--- src/rtl/car_alarm_pkg.sv ---
package car_alarm_pkg;

    localparam int STATE_W = 4;
    localparam int SEL_W   = 2;

    typedef enum logic [STATE_W-1:0] {
        ST_ARMED      = 4'd0,
        ST_COUNT      = 4'd1,
        ST_ALARM      = 4'd2,
        ST_ALARM_HOLD = 4'd3,
        ST_DISARMED   = 4'd4,
        ST_IGN_OFF    = 4'd5,
        ST_EXIT_OPEN  = 4'd6,
        ST_ARM_WAIT   = 4'd7
    } alarm_state_t;

    typedef enum logic [SEL_W-1:0] {
        IV_ARM       = 2'b00,
        IV_DRIVER    = 2'b01,
        IV_PASSENGER = 2'b10,
        IV_HOLD      = 2'b11
    } interval_t;

    typedef struct packed {
        logic ign;
        logic drv;
        logic pas;
        logic any_door;
    } sense_t;

    function automatic logic is_alert(alarm_state_t s);
        return (s == ST_COUNT) || (s == ST_ALARM) || (s == ST_ALARM_HOLD);
    endfunction

    function automatic logic is_sounding(alarm_state_t s);
        return (s == ST_ALARM) || (s == ST_ALARM_HOLD);
    endfunction

endpackage

--- src/rtl/alarm_timer_req.sv ---
module alarm_timer_req
    import car_alarm_pkg::*;
(
    input  logic      clk,
    input  logic      rst,
    input  logic      req,
    input  interval_t req_sel,
    input  logic      tmr_expired,
    output logic      tmr_start,
    output interval_t tmr_sel,
    output logic      expire_ok
);
    logic      start_q;
    logic      guard_q;
    interval_t sel_q;

    always_ff @(posedge clk) begin
        if (rst) begin
            start_q <= 1'b0;
            guard_q <= 1'b0;
            sel_q   <= IV_ARM;
        end else begin
            start_q <= req;
            guard_q <= start_q;
            if (req) sel_q <= req_sel;
        end
    end

    assign tmr_start = start_q;
    assign tmr_sel   = sel_q;
    assign expire_ok = tmr_expired && !start_q && !guard_q;


    start_pulse_chk: assert property (@(posedge clk) disable iff (rst)
        tmr_start |=> !tmr_start);


    stale_expiry_chk: assert property (@(posedge clk) disable iff (rst)
        tmr_start |=> !expire_ok);
endmodule

--- src/rtl/alarm_seq_fsm.sv ---
module alarm_seq_fsm
    import car_alarm_pkg::*;
(
    input  logic         clk,
    input  logic         rst,
    input  logic         reprogram,
    input  sense_t       sense,
    input  logic         expire_ok,
    output alarm_state_t state,
    output logic         req,
    output interval_t    req_sel
);
    alarm_state_t nxt;

    always_comb begin
        nxt     = state;
        req     = 1'b0;
        req_sel = IV_ARM;
        if (reprogram) begin
            nxt = ST_ARMED;
        end else begin
            case (state)
                ST_ARMED: begin
                    if (sense.ign) begin
                        nxt = ST_DISARMED;
                    end else if (sense.drv) begin
                        nxt = ST_COUNT; req = 1'b1; req_sel = IV_DRIVER;
                    end else if (sense.pas) begin
                        nxt = ST_COUNT; req = 1'b1; req_sel = IV_PASSENGER;
                    end
                end
                ST_COUNT: begin
                    if (sense.ign)      nxt = ST_DISARMED;
                    else if (expire_ok) nxt = ST_ALARM;
                end
                ST_ALARM: begin
                    if (sense.ign) begin
                        nxt = ST_DISARMED;
                    end else if (!sense.any_door) begin
                        nxt = ST_ALARM_HOLD; req = 1'b1; req_sel = IV_HOLD;
                    end
                end
                ST_ALARM_HOLD: begin
                    if (sense.ign)           nxt = ST_DISARMED;
                    else if (sense.any_door) nxt = ST_ALARM;
                    else if (expire_ok)      nxt = ST_ARMED;
                end
                ST_DISARMED: begin
                    if (!sense.ign) nxt = ST_IGN_OFF;
                end
                ST_IGN_OFF: begin
                    if (sense.ign)      nxt = ST_DISARMED;
                    else if (sense.drv) nxt = ST_EXIT_OPEN;
                end
                ST_EXIT_OPEN: begin
                    if (sense.ign) begin
                        nxt = ST_DISARMED;
                    end else if (!sense.any_door) begin
                        nxt = ST_ARM_WAIT; req = 1'b1; req_sel = IV_ARM;
                    end
                end
                ST_ARM_WAIT: begin
                    if (sense.ign)           nxt = ST_DISARMED;
                    else if (sense.any_door) nxt = ST_EXIT_OPEN;
                    else if (expire_ok)      nxt = ST_ARMED;
                end
                default: nxt = ST_ARMED;
            endcase
        end
    end

    always_ff @(posedge clk) begin
        if (rst) state <= ST_ARMED;
        else     state <= nxt;
    end


    reprogram_home_chk: assert property (@(posedge clk) disable iff (rst)
        reprogram |=> state == ST_ARMED);


    ign_disarm_chk: assert property (@(posedge clk) disable iff (rst)
        (sense.ign && !reprogram && is_alert(state)) |=> state == ST_DISARMED);
endmodule

--- src/rtl/alarm_indicator.sv ---
module alarm_indicator
    import car_alarm_pkg::*;
(
    input  logic         clk,
    input  logic         rst,
    input  alarm_state_t state,
    input  logic         sec_tick,
    output logic         status_led,
    output logic         siren_en
);
    logic blink_q;

    always_ff @(posedge clk) begin
        if (rst || state != ST_ARMED) blink_q <= 1'b0;
        else if (sec_tick)            blink_q <= ~blink_q;
    end

    assign status_led = (state == ST_ARMED) ? blink_q : is_alert(state);
    assign siren_en   = is_sounding(state);


    blink_toggle_chk: assert property (@(posedge clk) disable iff (rst)
        (state == ST_ARMED && $past(state == ST_ARMED) && $past(sec_tick))
            |-> status_led != $past(status_led));
endmodule

--- src/rtl/fuel_interlock.sv ---
module fuel_interlock (
    input  logic clk,
    input  logic rst,
    input  logic ignition,
    input  logic hidden_sw,
    input  logic brake,
    output logic fuel_en
);
    logic ign_d;
    logic fuel_q;

    always_ff @(posedge clk) begin
        if (rst) begin
            ign_d  <= 1'b0;
            fuel_q <= 1'b0;
        end else begin
            ign_d <= ignition;
            if (!ignition)                                fuel_q <= 1'b0;
            else if (ign_d && hidden_sw && brake)         fuel_q <= 1'b1;
        end
    end

    assign fuel_en = fuel_q && ignition;


    fuel_gesture_chk: assert property (@(posedge clk) disable iff (rst)
        $rose(fuel_en) |-> $past(hidden_sw && brake && ignition));
endmodule

--- src/rtl/car_alarm_ctrl.sv ---
module car_alarm_ctrl
    import car_alarm_pkg::*;
(
    input  logic               clk,
    input  logic               rst,
    input  logic               ignition,
    input  logic               driver_door,
    input  logic               pass_door,
    input  logic               hidden_sw,
    input  logic               brake,
    input  logic               sec_tick,
    input  logic               reprogram,
    input  logic               tmr_expired,
    output logic               tmr_start,
    output logic [SEL_W-1:0]   tmr_sel,
    output logic               status_led,
    output logic               siren_en,
    output logic               fuel_en,
    output logic [STATE_W-1:0] dbg_state
);
    sense_t       sense;
    alarm_state_t state;
    logic         req;
    interval_t    req_sel;
    interval_t    sel_w;
    logic         expire_ok;

    assign sense = '{ign: ignition, drv: driver_door, pas: pass_door,
                     any_door: driver_door || pass_door};

    alarm_seq_fsm u_fsm (
        .clk(clk), .rst(rst), .reprogram(reprogram), .sense(sense),
        .expire_ok(expire_ok), .state(state), .req(req), .req_sel(req_sel)
    );

    alarm_timer_req u_treq (
        .clk(clk), .rst(rst), .req(req), .req_sel(req_sel),
        .tmr_expired(tmr_expired), .tmr_start(tmr_start), .tmr_sel(sel_w),
        .expire_ok(expire_ok)
    );

    alarm_indicator u_ind (
        .clk(clk), .rst(rst), .state(state), .sec_tick(sec_tick),
        .status_led(status_led), .siren_en(siren_en)
    );

    fuel_interlock u_fuel (
        .clk(clk), .rst(rst), .ignition(ignition), .hidden_sw(hidden_sw),
        .brake(brake), .fuel_en(fuel_en)
    );

    assign tmr_sel   = sel_w;
    assign dbg_state = state;


    driver_first_chk: assert property (@(posedge clk) disable iff (rst)
        (state == ST_ARMED && !reprogram && !ignition && driver_door)
            |=> (tmr_start && tmr_sel == IV_DRIVER));


    alert_lamp_chk: assert property (@(posedge clk) disable iff (rst)
        siren_en |-> status_led);
endmodule

--- config.mk ---
export PLATFORM = sky130hd
export DESIGN_NAME = car_alarm_ctrl
export DESIGN_NICKNAME = d
export VERILOG_FILES = /design/src/rtl/car_alarm_pkg.sv /design/src/rtl/alarm_timer_req.sv /design/src/rtl/alarm_seq_fsm.sv /design/src/rtl/alarm_indicator.sv /design/src/rtl/fuel_interlock.sv /design/src/rtl/car_alarm_ctrl.sv
export SDC_FILE = /design/constraint.sdc
export NUM_CORES = 1
export LEC_CHECK = 0
export ABC_AREA = 1
export BUFFER_PORTS_ARGS = -buffer_cell sky130_fd_sc_hd__buf_2
export CORE_MARGIN = 5
export CORE_UTILIZATION = 41
export DETAILED_ROUTE_END_ITERATION = 7
export PLACE_DENSITY_LB_ADDON = 0.15
export SLEW_MARGIN = 5
export SYNTH_ARGS = -nofsm -noshare
export SYNTH_HDL_FRONTEND = slang
export SYNTH_SLANG_ARGS = --single-unit
--- constraint.sdc ---
create_clock -name clk -period 1.5 [get_ports clk]
set_input_delay 0.15 -clock clk [delete_from_list [all_inputs] [get_ports clk]]
set_output_delay 0.15 -clock clk [all_outputs]
set_load 0.02 [all_outputs]
==> summary.txt, run 1 <==
Status
  – Outcome: complete, no violations

Global routing
  – Pin count of the biggest net entering global routing: 11
  – All-Layer GR Usage: about an eighth
  – GRT overflow: 0
  – Initial antenna violation count: 0
  – First-pass GRT wire length: 2.65 mm
  – Vias in the first global route: 669

Timing
  – Final-report setup violation count: 0
  – RSZ-0062 raised after global routing: false
  – Fin crit period: 1290 ps
  – Final worst path period share: 85.8%
  – Final Max Slew Viols: 0
  – Max Clk Rate: 777 MHz
  – Hold Vio Cnt, Final: 0
  – Final Skew: 0.644 ps
  – Setup TNS: 0 ps

Synth
  – Synth unique cells: 19
  – Synth async-reset ratio: 0%
  – Most common cell in the netlist: nand2_1
  – Largest cells by area after synthesis: dfxtp_1 (32%), nand2_1 (12%), nor2_1 (9.4%)
  – Top FF cell, synth: dfxtp_1
  – FF+latch count, synth: 11
  – Syn Nets: 117
  – Synth cell count leaders: nand2_1 (21), nor2_1 (17), dfxtp_1 (11), inv_1 (11), nand3_1 (10)
  – Yosys warning total: 0
  – Cell accounting for the most synthesized area: dfxtp_1
  – Post-synthesis sequential area ratio: ~32%
  – Synthesized cell area: 681 sq um
  – Gate Count Post-Synth: 107
  – Number of synthesized flops with an enable pin: 0
  – Synth Area per Inst: 6.36 sq um
  – Synth top area share: approximately a third

Worst hold path
  – Hold WC Path Type: in2reg

Drt
  – DR WL/cell: between 10 and 15 um
  – First-pass DRT Iterations: 4
  – DRC viols: 0
  – Vias/cell: about 4.9
  – Remaining antenna violation count: 0
  – DRT iter0 DRCs: 7
  – Total Wirelength: around 1.6 mm
  – Vias: 716

Finish
  – Final Util: roughly 53%
  – Fin nets: 140
  – Area grow syn2layout: 19.3%
  – Inserted Diodes: 0
  – Share of cells above drive strength 1: 34.1%
  – Filler instances: 158

Clock tree
  – H-tree depth: 1
  – CTS tree: done
  – Setup bufs post-CTS: 0
  – # resized after CTS: 0
  – CTS Buffer Depth: 2
  – Clock transition at the registers of the reported paths: 60 ps
  – Hold buffer count at CTS: 0
  – CTS Sinks: 11
  – Root Buffer Master: clkbuf_4
  – CTS Buf Count: 3
  – Clk Latency, worst-skew pair: between 200 and 300 ps

Die
  – Ports: 20
  – DIE AREA: roughly 2600 sq um
  – Initial Util: 44.2%
  – Die width: 50.7 um
  – Row cnt: 14
  – Core box area: approximately 1500 sq um
  – Die H: between 50 and 60 um

Run
  – Max-cap violations: 0

Placed design
  – Port Buffers: 19
  – GPL Wtd Cong: 0.913
  – Post-DP HPWL: 1.29 mm

Worst setup path
  – CP max FO: 6
  – Worst EP arrival: 1140 ps
  – Crit. End Element: primary output
  – CP Launch Type: flip-flop
  – Crit Path Category: reg2out
  – Worst EP required: 1350 ps

Power
  – LEAKAGE: 0.416 nW
  – Peak VDD IR: 632 uV
  – PD cells: about 750 nW/um^2
kinds of logic after synthesis:
group | after synthesis | share of synthesized area [%]
other cells | 1 | 0.551
simple gates | 65 | 46.0
buf+inv | 17 | 10.5
flops | 11 | 32.4
compound gates | 13 | 10.7
sequential cells by signal, indices dropped and copies added, names as in the netlist:
signal	cells
u_fsm.state	4
u_fuel.fuel_q	1
u_fuel.ign_d	1
u_ind.blink_q	1
u_treq.guard_q	1
u_treq.tmr_sel	2
u_treq.tmr_start	1
routing by layer:
| layer | vias to the layer above | part of all wire, % | global-route usage, % | wire length (um) |
|---|---|---|---|---|
| met5 | - | 0 | 0 | 0 |
| met3 | 4 | 7.1 | 2.07 | 111 |
| met1 | 305 | 43 | 15.0 | 672 |
| met4 | 0 | 2.5 | 11.1 | 39 |
| met2 | 30 | 47 | 21.5 | 745 |
| li1 | 377 | - | - | - |
cells in the final DEF, fill, tap and decap left out, drive strengths merged:
| master | Yosys | final |
|---|---|---|
| inv | 16 | 16 |
| o21ai | 4 | 4 |
| a31oi | 1 | 1 |
| o21a | 1 | 1 |
| nand2 | 28 | 28 |
| buf | 1 | 19 |
| a21oi | 7 | 7 |
| dfxtp | 11 | 11 |
| and3 | 1 | 1 |
| nand3b | 1 | 1 |
| conb | 1 | 1 |
| nor2 | 23 | 23 |
| clkbuf | 0 | 4 |
| nand3 | 12 | 12 |
final timing paths:
kind,startpoint,end,slack (ps),cells after the start
setup / recovery,u_fsm.state[0],status_led,210,3
hold / removal,rst,u_treq.tmr_start,130,2
setup reg to reg,u_fsm.state[0],u_fsm.state[1],280,8
hold reg to reg,u_treq.tmr_start,u_treq.guard_q,460,2
critical path: stages (launching register included):
cell and delay, ps:
dfxtp_1 450, inv_2 90, a31oi_1 150, buf_2 180
through the flow:
stage	setup slack [ps]	power [mW]	hold WS [ps]	instance area [sq um]	instances
detailed placement	244	0.417	398	785	141
global placement	211	0.417	397	785	141
floorplan	263	0.385	219	681	107
global route	71.5	0.645	122	812	145
CTS	114	0.615	122	811	145
finish	212	0.605	128	812	145
final cells by class:
class	count	area (sq um)	share of cell area, %
repair buffers	19	95.1	11.7
clock buffers	4	26.3	3.24
inverters	16	60.1	7.40
flip-flops and latches	11	221	27.3
multi-input cells	79	389	47.9
well taps	16	20.0	2.47
where the power goes:
part / total (mW) / internal, mW / switching (mW)
combinational: 0.100 / 0.0347 / 0.0654
sequential: 0.310 / 0.301 / 0.00884
clock: 0.195 / 0.103 / 0.0922
(Power assumes the default switching activity.)
==> run 2, diff against run 1 <==
--- a/config.mk
+++ b/config.mk
@@ -11,6 +11,7 @@
 export CORE_UTILIZATION = 41
 export DETAILED_ROUTE_END_ITERATION = 7
 export PLACE_DENSITY_LB_ADDON = 0.15
+export RECOVER_POWER = 50
 export SLEW_MARGIN = 5
 export SYNTH_ARGS = -nofsm -noshare
 export SYNTH_HDL_FRONTEND = slang
==> summary.txt, run 2 (same netlist as run 1, synthesis figures left out) <==
Status
  – Outcome: complete, no violations

Die
  – Initial Util: 44.2%
  – DIE AREA: around 2600 sq um
  – Core box area: 1540 sq um
  – Ports: 20
  – Die H: 50.7 um
  – Row cnt: 14
  – Die width: 50.7 um

Placed design
  – GPL Wtd Cong: 0.913
  – Pre-CTS WS: 244 ps
  – Post-DP HPWL: 1.29 mm
  – Port Buffers: 19
  – DP Area: 785 sq um
  – DP Cell Count: ~140

Global routing
  – First-pass GRT wire length: 2.65 mm
  – Initial antenna violation count: 0
  – Pin count of the biggest net entering global routing: 11
  – GRT overflow: 0
  – All-Layer GR Usage: 13.3%
  – Vias in the first global route: 669

Clock tree
  – CTS tree: done
  – H-tree depth: 1
  – CTS Sinks: 11
  – CTS Buffer Depth: 2
  – Clk Latency, worst-skew pair: 260 ps
  – Root Buffer Master: clkbuf_4
  – CTS Buf Count: 3
  – Clock transition at the registers of the reported paths: 60 ps

Finish
  – Filler instances: roughly 160
  – Largest Register: u_fsm.state
  – Fin nets: 140
  – Area grow syn2layout: 17.5%
  – Max reg flops: 4
  – Share of cells above drive strength 1: a little over a quarter
  – Final Util: approximately half
  – Post-Layout Cell Count: 145
  – Most frequent cells in the layout: nand2_1 (22), nor2_1 (18), buf_2 (13), inv_1 (12)
  – Inserted Diodes: 0
  – Most common cell after layout, fill and taps aside: nand2_1
  – Final instance area: roughly 800 sq um

Timing
  – Fin crit period: between 1000 and 1500 ps
  – Max Clk Rate: approximately 790 MHz
  – Worst setup slack after layout: 232 ps
  – Final Skew: 1.21 ps
  – Final-report setup violation count: 0
  – Hold Vio Cnt, Final: 0
  – Hold_ws: 129 ps
  – Final worst path period share: 84.6%
  – RSZ-0062 raised after global routing: false
  – Final Max Slew Viols: 0
  – Setup TNS: 0 ps

Drt
  – DR WL/cell: 10.8 um
  – DRC viols: 0
  – Vias: 731
  – DR WL met3: about 120 um
  – Vias/cell: between 5 and 6
  – Max Used Layer: met4
  – DRT iter0 DRCs: 7
  – DR WL met2: around 740 um
  – First-pass DRT Iterations: 4
  – Remaining antenna violation count: 0
  – Total Wirelength: 1.56 mm
  – Met1 WL: 654 um

Worst hold path
  – Startpoint of the worst hold path: rst
  – WHS Path Cells: 2
  – Hold worst-path end: u_treq.tmr_start
  – Hold WC Path Type: in2reg

Worst setup path
  – Crit. End Element: primary output
  – Worst EP required: 1350 ps
  – RR Startpoint: u_fsm.state[0]
  – Crit Path Category: reg2out
  – Worst EP arrival: between 1000 and 1500 ps
  – CP max FO: 6
  – CP Launch Type: flip-flop
  – Reg2Reg Depth: 8
  – R2r setup slk: around 240 ps
  – RR Endpoint: u_treq.tmr_sel[1]

Power
  – Total power: 0.602 mW
  – LEAKAGE: 0.391 nW
  – Peak VDD IR: 629 uV
  – PD cells: 753 nW/um^2

Run
  – Max-cap violations: 0
==> run 2: worst max-delay path: stages (launching register included) <==
cell	delay (ps)
dfxtp_1	430
inv_2	90
a31oi_1	150
buf_2	180
==> run 2: what timing repair did <==
| action | in CTS | in global routing |
|---|---|---|
| resized for setup | 0 | 1 |
| hold buffers | 0 | 0 |
| setup endpoints to repair | 0 | 1 |
| setup buffers | 0 | 0 |
==> run 2: layout make-up <==
type / instances / area (sq um) / area share (%)
inverters: 16 / 60.1 / 7.51
multi-input cells: 79 / 384 / 48.0
clock buffers: 4 / 26.3 / 3.29
flip-flops and latches: 11 / 221 / 27.7
well taps: 16 / 20.0 / 2.50
repair buffers: 19 / 87.6 / 11.0
==> run 2: per-layer routing <==
layer	vias to the layer above	track usage [%]
met4	0	11.1
met3	6	2.07
met1	315	15.0
li1	376	-
met2	34	21.5
met5	-	0
==> run 2: worst max path at each step <==
stage | start | to | slack (ps) | depth (start not counted)
floorplan | u_fsm.state[1] | u_treq.tmr_sel[1] | 260 | 7
global placement | u_fsm.state[1] | u_treq.tmr_sel[1] | 210 | 7
detailed placement | u_fsm.state[1] | u_treq.tmr_sel[1] | 240 | 7
CTS | u_fsm.state[1] | status_led | 110 | 3
global route | u_fsm.state[0] | status_led | 90 | 3
finish | u_fsm.state[0] | status_led | 230 | 3
==> run 2: where the power goes <==
part | internal, mW | total (mW) | switching, mW
clock network | 0.103 | 0.194 | 0.0916
logic | 0.0328 | 0.0973 | 0.0645
registers | 0.301 | 0.310 | 0.00874
total | 0.437 | 0.602 | 0.165
==> run 3, diff against run 2 <==
==> constraint.sdc (replaced) <==
create_clock -name clk -period 1.2 [get_ports clk]
set_input_delay 0.12 -clock clk [delete_from_list [all_inputs] [get_ports clk]]
set_output_delay 0.12 -clock clk [all_outputs]
set_load 0.02 [all_outputs]
==> summary.txt, run 3 (same netlist as run 1, synthesis figures left out) <==
Status
  – Outcome: complete, but fails checks
  – Violated checks: negative setup slack

Finish
  – Fin nets: 145
  – Largest Register: u_fsm.state
  – Share of cells above drive strength 1: 36.6%
  – Area grow syn2layout: 29.0%
  – Final Util: 57.0%
  – Filler instances: 155
  – Register area: roughly 230 sq um
  – Most common cell after layout, fill and taps aside: nand2_1
  – Most frequent cells in the layout: nand2_1 (21), nor2_1 (17), buf_2 (14), inv_1 (10), nand3_1 (10)
  – Max reg flops: 4
  – Footprint of the multi-input gates: 404 sq um
  – Inserted Diodes: 0

Worst setup path
  – R2r setup slk: 40 ps
  – CP Launch Point: u_fsm.state[2]
  – CP max FO: 3
  – Worst EP arrival: 1090 ps
  – CP Launch Type: flip-flop
  – RR Startpoint: u_fsm.state[3]
  – Crit. End Element: primary output
  – Critical Path End: status_led
  – Reg2Reg Depth: 8
  – RR Endpoint: u_treq.tmr_sel[1]
  – Crit Path Category: reg2out
  – Worst EP required: 1080 ps

Timing
  – Fin crit period: 1210 ps
  – Final Max Slew Viols: 0
  – Setup TNS: -5.68 ps
  – Hold Vio Cnt, Final: 0
  – Final Skew: 1.82 ps
  – RSZ-0062 raised after global routing: true
  – Final-report setup violation count: 1
  – Final worst path period share: 100%
  – Max Clk Rate: 829 MHz
  – Hold_ws: around 80 ps
  – Worst setup slack after layout: -5.68 ps

Drt
  – DRT iter0 DRCs: 31
  – Vias: 766
  – Remaining antenna violation count: 0
  – DR WL/cell: 11.7 um
  – Total Wirelength: about 1.8 mm
  – DRC viols: 0
  – First-pass DRT Iterations: 4
  – Vias/cell: 5.11

Run
  – Max-cap violations: 0

Clock tree
  – CTS tree: done
  – CTS Sinks: 11
  – CTS Buffer Depth: 2
  – H-tree depth: 1
  – Clock transition at the registers of the reported paths: about 70 ps
  – CTS Buf Count: 3
  – Hold buffer count at CTS: 0
  – Clk Latency, worst-skew pair: 270 ps
  – Root Buffer Master: clkbuf_4

Placed design
  – GPL Wtd Cong: 0.905
  – Port Buffers: 19
  – Post-DP HPWL: 1.36 mm

Power
  – PD cells: 885 nW/um^2
  – Total power: 0.778 mW
  – Peak VDD IR: 701 uV
  – LEAKAGE: 0.433 nW

Die
  – Initial Util: 44.2%
  – Die width: 50.7 um
  – DIE AREA: 2580 sq um
  – Ports: 20
  – Row cnt: 14
  – Core box area: about 1500 sq um
  – Die H: 50.7 um

Worst hold path
  – Hold WC Path Type: in2reg

Global routing
  – Vias in the first global route: roughly 670
  – All-Layer GR Usage: 14.5%
  – Initial antenna violation count: 0
  – Pin count of the biggest net entering global routing: 7
  – GRT overflow: 0
  – First-pass GRT wire length: slightly below 3 mm
run 3: cell types whose count changed in the layout (fill, tap and decap cells not counted), sizes merged:
cell / change
clkbuf: -2
buf: +7
run 3: worst min path at each step:
| stage | start | endpoint | slack, ps | depth (start not counted) |
|---|---|---|---|---|
| detailed placement | rst | u_treq.guard_q | 370 | 2 |
| global placement | rst | u_treq.guard_q | 360 | 2 |
| global route | rst | u_treq.tmr_sel[1] | 100 | 2 |
| finish | rst | u_treq.tmr_start | 80 | 2 |
| CTS | rst | u_treq.tmr_start | 80 | 2 |
| floorplan | rst | u_treq.tmr_sel[1] | 190 | 1 |
run 3: layout make-up:
cell class	instances	share of cell area, %
timing repair buffer	24	14.8
tap	16	2.28
multi-input combinational	79	46.0
inverter	16	7.41
clock buffer	4	2.99
sequential	11	26.5
run 3: timing repair:
item / in CTS / in global routing
setup buffers: 2 / 1
endpoints found under the setup margin: 3 / 6
gates resized for setup: 6 / 5
run 3: per-stage QoR:
| stage | instances | instance area (sq um) | setup slack (ps) |
|---|---|---|---|
| 2_1_floorplan | 107 | 684 | 18.4 |
| 3_3_place_gp | 143 | 803 | 14.0 |
| 3_5_place_dp | 143 | 803 | 6.55 |
| 4_1_cts | 149 | 858 | 0.588 |
| 5_1_grt | 150 | 878 | -50.0 |
| 6_report | 150 | 878 | -5.68 |
run 3: routing by layer:
layer	up-vias	share of wire [%]	track usage, %	routed length [um]
met5	-	0	0	0
met1	331	41	17.3	713
met3	10	8.5	3.85	148
li1	388	-	-	-
met2	37	46	22.3	814
met4	0	4.3	10.2	75
run 3: where the power goes:
| group | internal, mW | switching, mW |
|---|---|---|
| logic | 0.0530 | 0.0890 |
| clock network | 0.129 | 0.123 |
| registers | 0.372 | 0.0117 |
run 3: critical path: stages (launching register included):
cell	delay, ps
dfxtp_4	360
inv_4	70
nand2_4	50
a31oi_1	140
buf_2	190
